File: src/rtl/ic_pkg.sv
package ic_pkg;
    localparam int NREG     = 4;
    localparam int FPR      = 8;
    localparam int FW       = 4;
    localparam int NSRC     = 28;
    localparam int NEXT     = 6;
    localparam int PRIOW    = 3;
    localparam int DW       = 32;
    localparam int AW       = 3;
    localparam int POL_ADDR = NREG;
    localparam int IDXW     = $clog2(NSRC);
    localparam int SYNC_STAGES = 2;

    // source index of external pin e
    function automatic int ext_src(int e);
        return (e < 4) ? e : e + 21;
    endfunction

    // polarity bit of external pin e
    function automatic int ext_polbit(int e);
        return (e < 4) ? 31 - e : 10 - e;
    endfunction

    function automatic logic [NSRC-1:0] calc_ext_mask();
        logic [NSRC-1:0] m;
        m = '0;
        for (int e = 0; e < NEXT; e++) m[ext_src(e)] = 1'b1;
        return m;
    endfunction

    function automatic logic [DW-1:0] calc_pol_mask();
        logic [DW-1:0] m;
        m = '0;
        for (int e = 0; e < NEXT; e++) m[ext_polbit(e)] = 1'b1;
        return m;
    endfunction

    localparam logic [NSRC-1:0] EXT_MASK = calc_ext_mask();
    localparam logic [DW-1:0]   POL_MASK = calc_pol_mask();

    typedef logic [PRIOW-1:0] prio_t;
endpackage

File: src/rtl/ic_edge_detect.sv
module ic_edge_detect #(
    parameter int STAGES = 2
) (
    input  logic clk,
    input  logic rst_n,
    input  logic pin,
    input  logic rise_sel,
    output logic edge_o
);
    logic [STAGES:0] sh_d, sh_q;

    always_comb begin
        sh_d = {sh_q[STAGES-1:0], pin};
    end

    always_ff @(posedge clk or negedge rst_n) begin
        if (!rst_n) sh_q <= '0;
        else        sh_q <= sh_d;
    end

    // sh_q[STAGES-1] is the newest synchronized value, sh_q[STAGES] the one before
    assign edge_o = rise_sel ? ( sh_q[STAGES-1] & ~sh_q[STAGES])
                             : (~sh_q[STAGES-1] &  sh_q[STAGES]);
endmodule

File: src/rtl/ic_prio_pick.sv
module ic_prio_pick #(
    parameter int N    = 28,
    parameter int PW   = 3,
    parameter int IW   = 5
) (
    input  logic [N-1:0]         req,
    input  logic [N-1:0][PW-1:0] prio,
    output logic [PW-1:0]        best_lvl,
    output logic [IW-1:0]        best_idx
);
    always_comb begin
        best_lvl = '0;
        best_idx = '0;
        // ascending scan with strict compare keeps the lowest index on ties
        for (int i = 0; i < N; i++) begin
            if (req[i] && (prio[i] > best_lvl)) begin
                best_lvl = prio[i];
                best_idx = IW'(i);
            end
        end
    end
endmodule

File: src/rtl/ic_nibble_intc.sv
module ic_nibble_intc
    import ic_pkg::*;
(
    input  logic                clk,
    input  logic                rst_n,
    input  logic                bus_wr,
    input  logic [AW-1:0]       bus_addr,
    input  logic [DW-1:0]       bus_wdata,
    output logic [DW-1:0]       bus_rdata,
    input  logic [NSRC-1:0]     src_in,
    output logic [PRIOW-1:0]    irq_level,
    output logic [IDXW-1:0]     irq_src
);
    typedef struct packed {
        logic [NSRC-1:0][PRIOW-1:0] prio;
        logic [NSRC-1:0]            latch;
        logic [DW-1:0]              pol;
        prio_t                      lvl;
        logic [IDXW-1:0]            src;
    } state_t;

    state_t st_d, st_q;

    logic [NEXT-1:0]  ext_edge;
    logic [NSRC-1:0]  edge_vec;
    logic [NSRC-1:0]  pending;
    prio_t            pick_lvl;
    logic [IDXW-1:0]  pick_idx;

    for (genvar e = 0; e < NEXT; e++) begin : g_ext
        ic_edge_detect #(.STAGES(SYNC_STAGES)) u_edge (
            .clk      (clk),
            .rst_n    (rst_n),
            .pin      (src_in[ext_src(e)]),
            .rise_sel (st_q.pol[ext_polbit(e)]),
            .edge_o   (ext_edge[e])
        );
    end

    always_comb begin
        edge_vec = '0;
        for (int e = 0; e < NEXT; e++) edge_vec[ext_src(e)] = ext_edge[e];
    end

    assign pending = (st_q.latch & EXT_MASK) | (src_in & ~EXT_MASK);

    ic_prio_pick #(.N(NSRC), .PW(PRIOW), .IW(IDXW)) u_pick (
        .req      (pending),
        .prio     (st_q.prio),
        .best_lvl (pick_lvl),
        .best_idx (pick_idx)
    );

    always_comb begin
        st_d = st_q;
        for (int s = 0; s < NSRC; s++) begin
            logic hit;
            hit = bus_wr && (bus_addr == AW'(s / FPR))
                  && bus_wdata[DW-1-FW*(s % FPR)];
            if (hit) st_d.prio[s] = bus_wdata[DW-2-FW*(s % FPR) -: PRIOW];
            if (EXT_MASK[s]) st_d.latch[s] = edge_vec[s] | (st_q.latch[s] & ~hit);
            else             st_d.latch[s] = 1'b0;
        end
        if (bus_wr && (bus_addr == AW'(POL_ADDR))) st_d.pol = bus_wdata & POL_MASK;
        st_d.lvl = pick_lvl;
        st_d.src = pick_idx;
    end

    always_ff @(posedge clk or negedge rst_n) begin
        if (!rst_n) st_q <= '0;
        else        st_q <= st_d;
    end

    always_comb begin
        bus_rdata = '0;
        for (int s = 0; s < NSRC; s++) begin
            if (bus_addr == AW'(s / FPR))
                bus_rdata[DW-1-FW*(s % FPR) -: FW] = {pending[s], st_q.prio[s]};
        end
        if (bus_addr == AW'(POL_ADDR)) bus_rdata = st_q.pol;
    end

    assign irq_level = st_q.lvl;
    assign irq_src   = st_q.src;
endmodule

File: config.mk
export PLATFORM = sky130hd
export DESIGN_NAME = ic_nibble_intc
export DESIGN_NICKNAME = d
export VERILOG_FILES = /design/src/rtl/ic_pkg.sv /design/src/rtl/ic_edge_detect.sv /design/src/rtl/ic_prio_pick.sv /design/src/rtl/ic_nibble_intc.sv
export SDC_FILE = /design/constraint.sdc
export NUM_CORES = 1
export LEC_CHECK = 0
export ABC_AREA = 1
export BUFFER_PORTS_ARGS = -buffer_cell sky130_fd_sc_hd__buf_2
export CAP_MARGIN = 10
export CORE_ASPECT_RATIO = 1.5
export CORE_MARGIN = 8
export CORE_UTILIZATION = 50
export DETAILED_ROUTE_END_ITERATION = 8
export PLACE_DENSITY = 0.73
export SYNTH_ARGS = -nofsm -noshare
export SYNTH_HDL_FRONTEND = slang
export SYNTH_SLANG_ARGS = --single-unit
File: constraint.sdc
create_clock -name clk -period 23.8 [get_ports clk]
set_input_delay 4.76 -clock clk [delete_from_list [all_inputs] [get_ports clk]]
set_output_delay 4.76 -clock clk [all_outputs]
set_load 0.005 [all_outputs]
==> flow_metrics.py, run 1 <==
metrics = {
    "setup_path": {
        "cp-end-kind": "flop",
        "required_ps": 24100,
        "crit_cells": 156,
        "cpMaxStageDelayCell": "ha_1",
        "cp_top_family": "compound AO/OA/AOI/OAI gates",
        "critPathMostFrequentCell": "nand2_4",
        "path_max_fanout": 6,
        "r2r_cells": 180,
        "max_stage_delay_ps": 320,
        "critPathArrivalTime_ps": 25760,
        "cp_num_buf_inv": 28,
        "path_class": "input pin to flop",
        "start_kind": "input pin",
    },
    "place": {
        "port-buffer-count": 105,
        "gp_congestion": 0.920,
        "dpl.hpwl_mm": 21.4,
        "dp_slack_ps": -1920,
    },
    "worst_hold_path": {
        "min-delay-path-class": "flop to flop",
        "hold_depth": 0,
    },
    "timing": {
        "fin_ws_ps": -1660,
        "worst_pin_slew_ps": 1160,
        "skew_ps": 9.04,
        "fmax_ghz": 0.0393,
        "drv_slew": 0,
        "max_slew_margin_pct": 22.6,
        "rsz0062_at_grt": "yes",
        "finalHoldViolations": 0,
        "period_share_pct": 107,
        "fin_crit_ps": 25460,
        "setup_violations": 8,
    },
    "finish": {
        "drive_above_1_share_pct": 38.1,
        "nets": 1487,
        "syn_to_final_growth_pct": 43.9,
        "antennaDiodeCount": 0,
    },
    "floorplanning": {
        "core_area_um2": 16200,
        "ios": 106,
        "dieArea_um2": 20900,
        "start_util_pct": 50.8,
        "fp.dieH_um": 173,
        "rows": 57,
        "die_w_um": 121,
    },
    "clock_tree": {
        "htreeDepth": 4,
        "cts_max_path_buffers": 2,
        "cts_tree": "yes",
        "cts_inserted_buffers": 17,
        "cts_root_buffer": "clkbuf_16",
        "cts_sinks": 122,
        "clk_pin_slew_ps": 70,
        "clk_latency_ps": 430,
    },
    "global_routing": {
        "grt_pass1_wl_mm": 46.7,
        "grt_max_degree": 73,
        "grt.overflow.total": 0,
        "grt_usage_pct": 28.7,
        "antenna_found_initial": 0,
        "grt_pass1_vias": 9321,
    },
    "synth": {
        "dominantRegCellSynth": "dfrtp_1",
        "synth_most_common_cell": "nand2_1",
        "ys_async_sr_fraction_pct": 100,
        "synth_mux_area_share_pct": 0,
        "synth_cells": 1117,
        "yosys.area_share.simple_pct": 26.1,
        "ys_ff_latch": 122,
        "synth-xor-area-share_pct": 0,
        "syn_avg_cell_area_um2": 7.36,
        "synthesis.area_um2": 8230,
        "synth-edff-count": 0,
        "synth_area_leaders": "dfrtp_1 (37%), nand2_1 (11%), o21ai_0 (10%), inv_1 (9.3%), ha_1 (5.0%)",
        "synth-compound-area-share_pct": 21.2,
        "synth_top_family_by_area": "simple AND/OR/NAND/NOR gates",
        "synth_adder_area_share_pct": 5.02,
        "synthDistinctLibCells": 34,
        "ys_seq_area_share_pct": 37.1,
        "synth_nets": 1216,
        "synth_top_area_share_pct": 37.1,
        "ys_top_cells_by_count": "nand2_1 (233), inv_1 (203), o21ai_0 (164), dfrtp_1 (122), nand2_2 (61)",
        "yosysTopAreaCell": "dfrtp_1",
        "ys_warn_count": 0,
    },
    "drt": {
        "antenna_left": 0,
        "drc_errors": 0,
        "vias": 9532,
        "drt_iter0_markers": 1026,
        "wl_mm": 32.9,
        "avgRoutedWirePerCell_um": 20.5,
        "first_pass_iters": 5,
        "via_per_inst": 5.93,
    },
    "outcome": {
        "violations": "negative setup slack",
        "status": "finished with violations",
    },
    "job": {
        "cap_violations": 0,
    },
}
logic make-up (layout without fill, tap and decap cells):
family | after synthesis | count (layout)
flops | 122 | 122
simple gates | 436 | 436
fa+ha+maj | 33 | 33
compound gates | 301 | 301
buf+inv | 225 | 509
registers in the layout (all words and copies together), names as in the netlist:
register / cells
st_q: 96
irq_level: 3
irq_src: 5
g_ext.u_edge.sh_q: 18
worst paths after layout:
check	startpoint	endpoint	slack (ps)
min in group asynchronous	rst_n	st_q[128]$_DFFE_PN0P_	4370
max in group asynchronous	rst_n	st_q[121]$_DFFE_PN0P_	18060
hold / removal	g_ext[1].u_edge.sh_q[0]$_DFF_PN0_	g_ext[1].u_edge.sh_q[1]$_DFF_PN0_	350
setup reg to reg	st_q[69]$_DFFE_PN0P_	irq_src[3]$_DFF_PN0_	-1350
setup / recovery	src_in[4]	irq_src[3]$_DFF_PN0_	-1660
hold reg to reg	g_ext[1].u_edge.sh_q[0]$_DFF_PN0_	g_ext[1].u_edge.sh_q[1]$_DFF_PN0_	350
cell type report:
class                           count  area, µm²
Clock buffer                       18        439
Timing Repair Buffer              271       1800
Fill cell                        1132       4350
Multi-Input combinational cell    770       5330
Inverter                          206        786
Tap cell                          206        258
Clock inverter                     14        170
Sequential cell                   122       3050
worst register-to-register path, delay by kind of cell, from the launching register on:
| family | cells | cell delay, ps |
|---|---|---|
| flip-flops | 1 | 410 |
| AO/OA/AOI/OAI | 48 | 7980 |
| AND/OR/NAND/NOR | 77 | 7390 |
| buffers and inverters | 30 | 3130 |
| adder cells (fa/ha/maj) | 25 | 6130 |
per-stage QoR:
step | instance area (µm²) | utilization [%] | hold WS [ps] | cells | TNS (ps)
after global routing | 11800 | 73.1 | 367 | 1607 | -19840
after CTS | 11200 | 69.3 | 353 | 1577 | -2760
final | 11800 | 73.1 | 353 | 1607 | -12670
after global placement | 9790 | 60.5 | 334 | 1498 | -10180
after floorplan | 8440 | - | 331 | 1117 | -4910
after detailed placement | 9790 | 60.5 | 338 | 1498 | -14290
routing by layer:
layer	part of all wire (%)	wire length [µm]	vias up	GRT usage [%]
met1	34	11300	4503	30.5
met3	8.3	2730	184	4.60
met4	6.9	2260	0	19.7
met2	50	16600	611	50.5
met5	0	0	-	0
li1	-	-	4234	-
what timing repair did:
item	CTS	global route
buffers inserted	47	31
pin swaps	35	44
hold buffers	0	0
setup endpoints to repair	8	8
cloned	0	0
gates resized for setup	79	57
cell usage in the layout, fill, tap and decap left out, types with 17 or more instances in the layout:
master,synthesis,routed
nand2_2,61,67
ha_4,0,23
clkbuf_16,0,17
buf_4,8,165
buf_2,0,103
o221ai_1,18,18
inv_1,203,197
o21ai_4,0,21
nor2_1,40,37
nand3_2,26,28
nand2_1,233,206
dfrtp_1,122,122
o21ai_0,164,118
nand2_4,14,35
nand3_1,48,44
a21oi_1,55,51
Power of run 1 is not shown: default switching activity piles up to over one toggle a cycle in this logic, so the estimate is an artifact.
==> run 2, diff against run 1 <==
--- a/config.mk
+++ b/config.mk
@@ -8,11 +8,14 @@
 export ABC_AREA = 1
 export BUFFER_PORTS_ARGS = -buffer_cell sky130_fd_sc_hd__buf_2
 export CAP_MARGIN = 10
+export CELL_PAD_IN_SITES_DETAIL_PLACEMENT = 1
+export CELL_PAD_IN_SITES_GLOBAL_PLACEMENT = 1
 export CORE_ASPECT_RATIO = 1.5
 export CORE_MARGIN = 8
-export CORE_UTILIZATION = 50
+export CORE_UTILIZATION = 39
 export DETAILED_ROUTE_END_ITERATION = 8
-export PLACE_DENSITY = 0.73
+export PLACE_DENSITY_LB_ADDON = 0.1
+export REMOVE_ABC_BUFFERS = 1
 export SYNTH_ARGS = -nofsm -noshare
 export SYNTH_HDL_FRONTEND = slang
 export SYNTH_SLANG_ARGS = --single-unit
==> flow_metrics.py, run 2 (synthesis results as in run 1) <==
metrics = {
    "global_routing": {
        "grt_pass1_wl_mm": 57.5,
        "grt.overflow.total": 0,
        "grt_usage_pct": 28.4,
        "grt_pass1_vias": 10570,
        "grt_max_degree": 69,
        "antenna_found_initial": 0,
    },
    "clock_tree": {
        "cts_root_buffer": "clkbuf_16",
        "cts_tree": "yes",
        "cts_max_path_buffers": 2,
        "clk_pin_slew_ps": 50,
        "htreeDepth": 4,
        "cts_sinks": 122,
        "cts-hold-fix-buffers": 0,
        "clk_latency_ps": 440,
        "cts_inserted_buffers": 17,
    },
    "timing": {
        "finalHoldViolations": 0,
        "max_slew_margin_pct": 7.97,
        "fin_ws_ps": -2810,
        "period_share_pct": 112,
        "setup_violations": 8,
        "rsz0062_at_grt": "yes",
        "skew_ps": 7.62,
        "fmax_ghz": 0.0376,
        "worst_pin_slew_ps": 1380,
        "drv_slew": 0,
        "fin_crit_ps": 26610,
    },
    "floorplanning": {
        "rows": 65,
        "fp.dieH_um": 194,
        "core_area_um2": 20900,
        "start_util_pct": 39.4,
        "dieArea_um2": 26100,
        "ios": 106,
        "die_w_um": 135,
    },
    "finish": {
        "final_common_cell": "buf_4",
        "instances_no_fill": 1735,
        "final_cell_mix": "buf_4 (231), nand2_1 (203), inv_1 (198)",
        "final_util_pct": 60.0,
        "largest_register_ffs": 96,
        "stdcell_area_um2": 12500,
        "antennaDiodeCount": 0,
        "syn_to_final_growth_pct": 52.5,
        "nets": 1555,
        "drive_above_1_share_pct": 41.9,
        "top_register": "st_q",
    },
    "place": {
        "dpl_cell_area_um2": 10100,
        "dpl.hpwl_mm": 24.7,
        "dp_cells": 1614,
        "gp_congestion": 0.886,
        "port-buffer-count": 105,
    },
    "setup_path": {
        "r2r-start": "st_q[70]$_DFFE_PN0P_",
        "cp-end-kind": "flop",
        "r2r_cells": 183,
        "rrSetupSlack_ps": -2640,
        "path_max_fanout": 5,
        "path_class": "input pin to flop",
        "critPathMostFrequentCell": "nand2_2",
        "start_kind": "input pin",
        "cpMaxStageDelayCell": "o32a_1",
        "max_stage_delay_ps": 310,
        "critPathArrivalTime_ps": 26920,
        "r2r_end": "irq_src[4]$_DFF_PN0_",
        "required_ps": 24100,
    },
    "outcome": {
        "violations": "negative setup slack",
        "status": "finished with violations",
    },
    "worst_hold_path": {
        "hp-start": "g_ext[0].u_edge.sh_q[0]$_DFF_PN0_",
        "min-delay-path-class": "flop to flop",
        "whs_endpoint": "g_ext[0].u_edge.sh_q[1]$_DFF_PN0_",
        "hold_depth": 0,
    },
    "drt": {
        "wl_mm": 41.2,
        "drc_errors": 0,
        "avgRoutedWirePerCell_um": 23.8,
        "vias": 9948,
        "drt_iter0_markers": 550,
        "antenna_left": 0,
        "via_per_inst": 5.73,
        "first_pass_iters": 5,
    },
    "job": {
        "cap_violations": 0,
    },
}
run 2: changes by cell type in the layout (fill, tap and decap cells not counted), sizes merged:
| cell | before | now |
|---|---|---|
| buf | 271 | 339 |
| clkinvlp | 4 | 0 |
| inv | 208 | 205 |
| bufinv | 3 | 2 |
| clkbuf | 18 | 24 |
run 2: critical path: cells and delay by family:
family / cells / cell delay [ps]
compound gates: 44 / 8020
simple gates: 65 / 6410
fa+ha+maj: 23 / 5500
buf+inv: 23 / 2170
run 2: timing repair:
item	CTS	global route
gates resized for setup	178	83
buffers inserted	64	32
pin swaps	88	77
endpoints found under the setup margin	8	8
run 2: layout make-up:
cell class / count / area, µm²
tap: 268 / 335
sequential: 122 / 3050
inverter: 206 / 776
multi-input combinational: 770 / 5490
clock buffer: 24 / 502
clock inverter: 6 / 87.6
fill: 2521 / 8350
timing repair buffer: 339 / 2310
run 2: how the worst max path moves through the flow:
stage / slack (ps) / endpoint / start / cells past startpoint
finish: -2810 / irq_src[4]$_DFF_PN0_ / src_in[4] / 155
global route: -3650 / irq_src[3]$_DFF_PN0_ / st_q[70]$_DFFE_PN0P_ / 183
CTS: -1290 / irq_src[4]$_DFF_PN0_ / src_in[4] / 163
detailed placement: -5940 / irq_src[2]$_DFF_PN0_ / src_in[4] / 158
global placement: -4930 / irq_src[2]$_DFF_PN0_ / src_in[4] / 159
floorplan: -2830 / irq_src[3]$_DFF_PN0_ / src_in[4] / 147
run 2: per-layer routing:
layer  track usage, %  wire, µm
met5                0         0
met4             18.3      3460
met3             5.55      2060
met2             51.6     21500
met1             28.7     14200
run 2: through the flow:
| stage | hold WS (ps) | setup TNS, ps | setup slack [ps] |
|---|---|---|---|
| floorplan | 331 | -21330 | -2830 |
| global placement | 333 | -37250 | -4930 |
| detailed placement | 339 | -45380 | -5940 |
| CTS | 351 | -9820 | -1290 |
| global route | 351 | -28650 | -3650 |
| finish | 348 | -21930 | -2810 |
Power of run 2 is left out for the same reason.
==> run 3, diff against run 2 <==
--- a/config.mk
+++ b/config.mk
@@ -5,14 +5,13 @@
 export SDC_FILE = /design/constraint.sdc
 export NUM_CORES = 1
 export LEC_CHECK = 0
-export ABC_AREA = 1
 export BUFFER_PORTS_ARGS = -buffer_cell sky130_fd_sc_hd__buf_2
 export CAP_MARGIN = 10
 export CELL_PAD_IN_SITES_DETAIL_PLACEMENT = 1
 export CELL_PAD_IN_SITES_GLOBAL_PLACEMENT = 1
 export CORE_ASPECT_RATIO = 1.5
 export CORE_MARGIN = 8
-export CORE_UTILIZATION = 39
+export CORE_UTILIZATION = 42
 export DETAILED_ROUTE_END_ITERATION = 8
 export PLACE_DENSITY_LB_ADDON = 0.1
 export REMOVE_ABC_BUFFERS = 1
==> flow_metrics.py, run 3 <==
metrics = {
    "outcome": {
        "status": "finished with violations",
        "violations": "negative setup slack",
    },
    "global_routing": {
        "antenna_found_initial": 0,
        "grt_usage_pct": 31.7,
        "grt.overflow.total": 0,
        "grt_pass1_wl_mm": 68.8,
        "grt_max_degree": 66,
        "grt_pass1_vias": 11882,
    },
    "worst_hold_path": {
        "hp-start": "g_ext[2].u_edge.sh_q[0]$_DFF_PN0_",
        "whs_endpoint": "g_ext[2].u_edge.sh_q[1]$_DFF_PN0_",
        "min-delay-path-class": "flop to flop",
        "hold_depth": 0,
    },
    "finish": {
        "syn_to_final_growth_pct": 47.7,
        "multi_input_area_um2": 7410,
        "stdcell_area_um2": 14500,
        "instances_no_fill": 1795,
        "drive_above_1_share_pct": 53.4,
        "seq_area_um2": 3050,
        "top_register": "st_q",
        "final_common_cell": "buf_4",
        "nets": 1566,
        "nFillCells": 2599,
        "largest_register_ffs": 96,
        "antennaDiodeCount": 0,
        "final_cell_mix": "buf_4 (302), dfrtp_1 (122), nand2_1 (113)",
    },
    "setup_path": {
        "rrSetupSlack_ps": -9410,
        "cp-end-kind": "flop",
        "critPathArrivalTime_ps": 33540,
        "cp_top_family": "compound AO/OA/AOI/OAI gates",
        "path_class": "flop to flop",
        "crit_cells": 193,
        "cp_num_buf_inv": 31,
        "r2r_end": "irq_src[4]$_DFF_PN0_",
        "start_kind": "flop",
        "max_stage_delay_ps": 480,
        "critPathMostFrequentCell": "buf_4",
        "r2r_cells": 193,
        "cpMaxStageDelayCell": "or4b_4",
        "r2r-start": "st_q[40]$_DFF_PN0_",
        "path_max_fanout": 5,
        "required_ps": 24130,
    },
    "clock_tree": {
        "cts_root_buffer": "clkbuf_16",
        "cts_tree": "yes",
        "clk_pin_slew_ps": 60,
        "cts-hold-fix-buffers": 0,
        "htreeDepth": 4,
        "cts_inserted_buffers": 17,
        "cts_sinks": 122,
        "clk_latency_ps": 450,
        "cts_max_path_buffers": 2,
    },
    "timing": {
        "setup_violations": 8,
        "fin_crit_ps": 33210,
        "fmax_ghz": 0.0301,
        "finalHoldViolations": 0,
        "worst_pin_slew_ps": 886,
        "rsz0062_at_grt": "yes",
        "max_slew_margin_pct": 40.9,
        "fin_ws_ps": -9410,
        "period_share_pct": 140,
        "drv_slew": 0,
        "skew_ps": 13.5,
    },
    "drt": {
        "vias": 11159,
        "first_pass_iters": 5,
        "antenna_left": 0,
        "avgRoutedWirePerCell_um": 27.5,
        "drc_errors": 0,
        "drt_iter0_markers": 776,
        "via_per_inst": 6.22,
        "wl_mm": 49.4,
    },
    "synth": {
        "ys_top_cells_by_count": "nor2_1 (130), nand2_1 (124), dfrtp_1 (122), mux2_2 (97), inv_1 (51)",
        "synthesis.area_um2": 9840,
        "synth_most_common_cell": "nor2_1",
        "ys_ff_latch": 122,
        "synth_top_area_share_pct": 31.0,
        "synth_area_leaders": "dfrtp_1 (31%), mux2_2 (11%), nor2_1 (5.0%), nand2_1 (4.7%), ha_1 (4.2%)",
        "synthDistinctLibCells": 110,
        "synth_cells": 1072,
        "ys_warn_count": 0,
        "yosysTopAreaCell": "dfrtp_1",
        "dominantRegCellSynth": "dfrtp_1",
        "syn_avg_cell_area_um2": 9.18,
        "ys_seq_area_share_pct": 31.0,
        "ys_async_sr_fraction_pct": 100,
        "synth-edff-count": 0,
    },
    "place": {
        "gp_congestion": 0.932,
        "dp_cells": 1675,
        "port-buffer-count": 105,
        "dpl_cell_area_um2": 12200,
        "dpl.hpwl_mm": 32.4,
    },
    "floorplanning": {
        "core_area_um2": 23100,
        "fp.dieH_um": 203,
        "start_util_pct": 42.7,
        "rows": 68,
        "ios": 106,
        "die_w_um": 141,
        "dieArea_um2": 28700,
    },
    "job": {
        "cap_violations": 0,
    },
}
## run 3: layout make-up
type | count | share of cell area [%]
clock buffers | 20 | 3.14
clock inverters | 12 | 0.947
inverters | 51 | 1.37
multi-input cells | 861 | 51.0
flip-flops and latches | 122 | 21.0
well taps | 315 | 2.71
repair buffers | 414 | 19.8
## run 3: cell families after synthesis
| kind of cell | after synthesis | synth area share [%] |
|---|---|---|
| simple gates | 411 | 20.1 |
| compound gates | 270 | 22.5 |
| mux | 142 | 17.7 |
| flops | 122 | 31.0 |
| buf+inv | 89 | 3.98 |
| fa+ha+maj | 38 | 4.72 |
## run 3: per-layer routing
layer / part of all wire [%] / global-route usage (%) / wire length [µm] / vias to the layer above
li1: - / - / - / 4761
met1: 36 / 33.2 / 17800 / 5612
met3: 5.9 / 5.41 / 2920 / 227
met5: 0 / 0 / 0 / -
met4: 7.8 / 21.5 / 3870 / 0
met2: 50 / 57.1 / 24800 / 559
## run 3: worst max path at each step
stage                         startpoint                   end
CTS                   st_q[40]$_DFF_PN0_  irq_src[4]$_DFF_PN0_
floorplan             st_q[40]$_DFF_PN0_  irq_src[4]$_DFF_PN0_
finish                st_q[40]$_DFF_PN0_  irq_src[4]$_DFF_PN0_
global route          st_q[40]$_DFF_PN0_  irq_src[4]$_DFF_PN0_
global placement    st_q[69]$_DFFE_PN0P_  irq_src[4]$_DFF_PN0_
detailed placement    st_q[40]$_DFF_PN0_  irq_src[4]$_DFF_PN0_
## run 3: what timing repair did
item                                    in CTS  in global routing
gates resized for setup                     93                139
endpoints found under the setup margin       8                  8
buffers inserted                            63                 26
pin swaps                                   72                150
cloned                                       0                  0
## run 3: metrics by stage
stage	hold slack (ps)	worst slack (ps)	TNS [ps]	util, %
after floorplan	331	-9400	-73060	-
after global placement	333	-9660	-75240	53.0
after detailed placement	338	-10720	-84250	53.0
after CTS	352	-8420	-66170	59.2
after global routing	352	-10600	-84210	63.0
final	348	-9410	-74600	63.0
## run 3: worst register-to-register path, delay by kind of cell (launching register included)
kind,cells,cell delay [ps]
fa+ha+maj,28,7710
compound gates,59,10200
flops,1,400
simple gates,69,9020
mux,6,2050
buf+inv,31,3710
Power of run 3 is left out for the same reason.
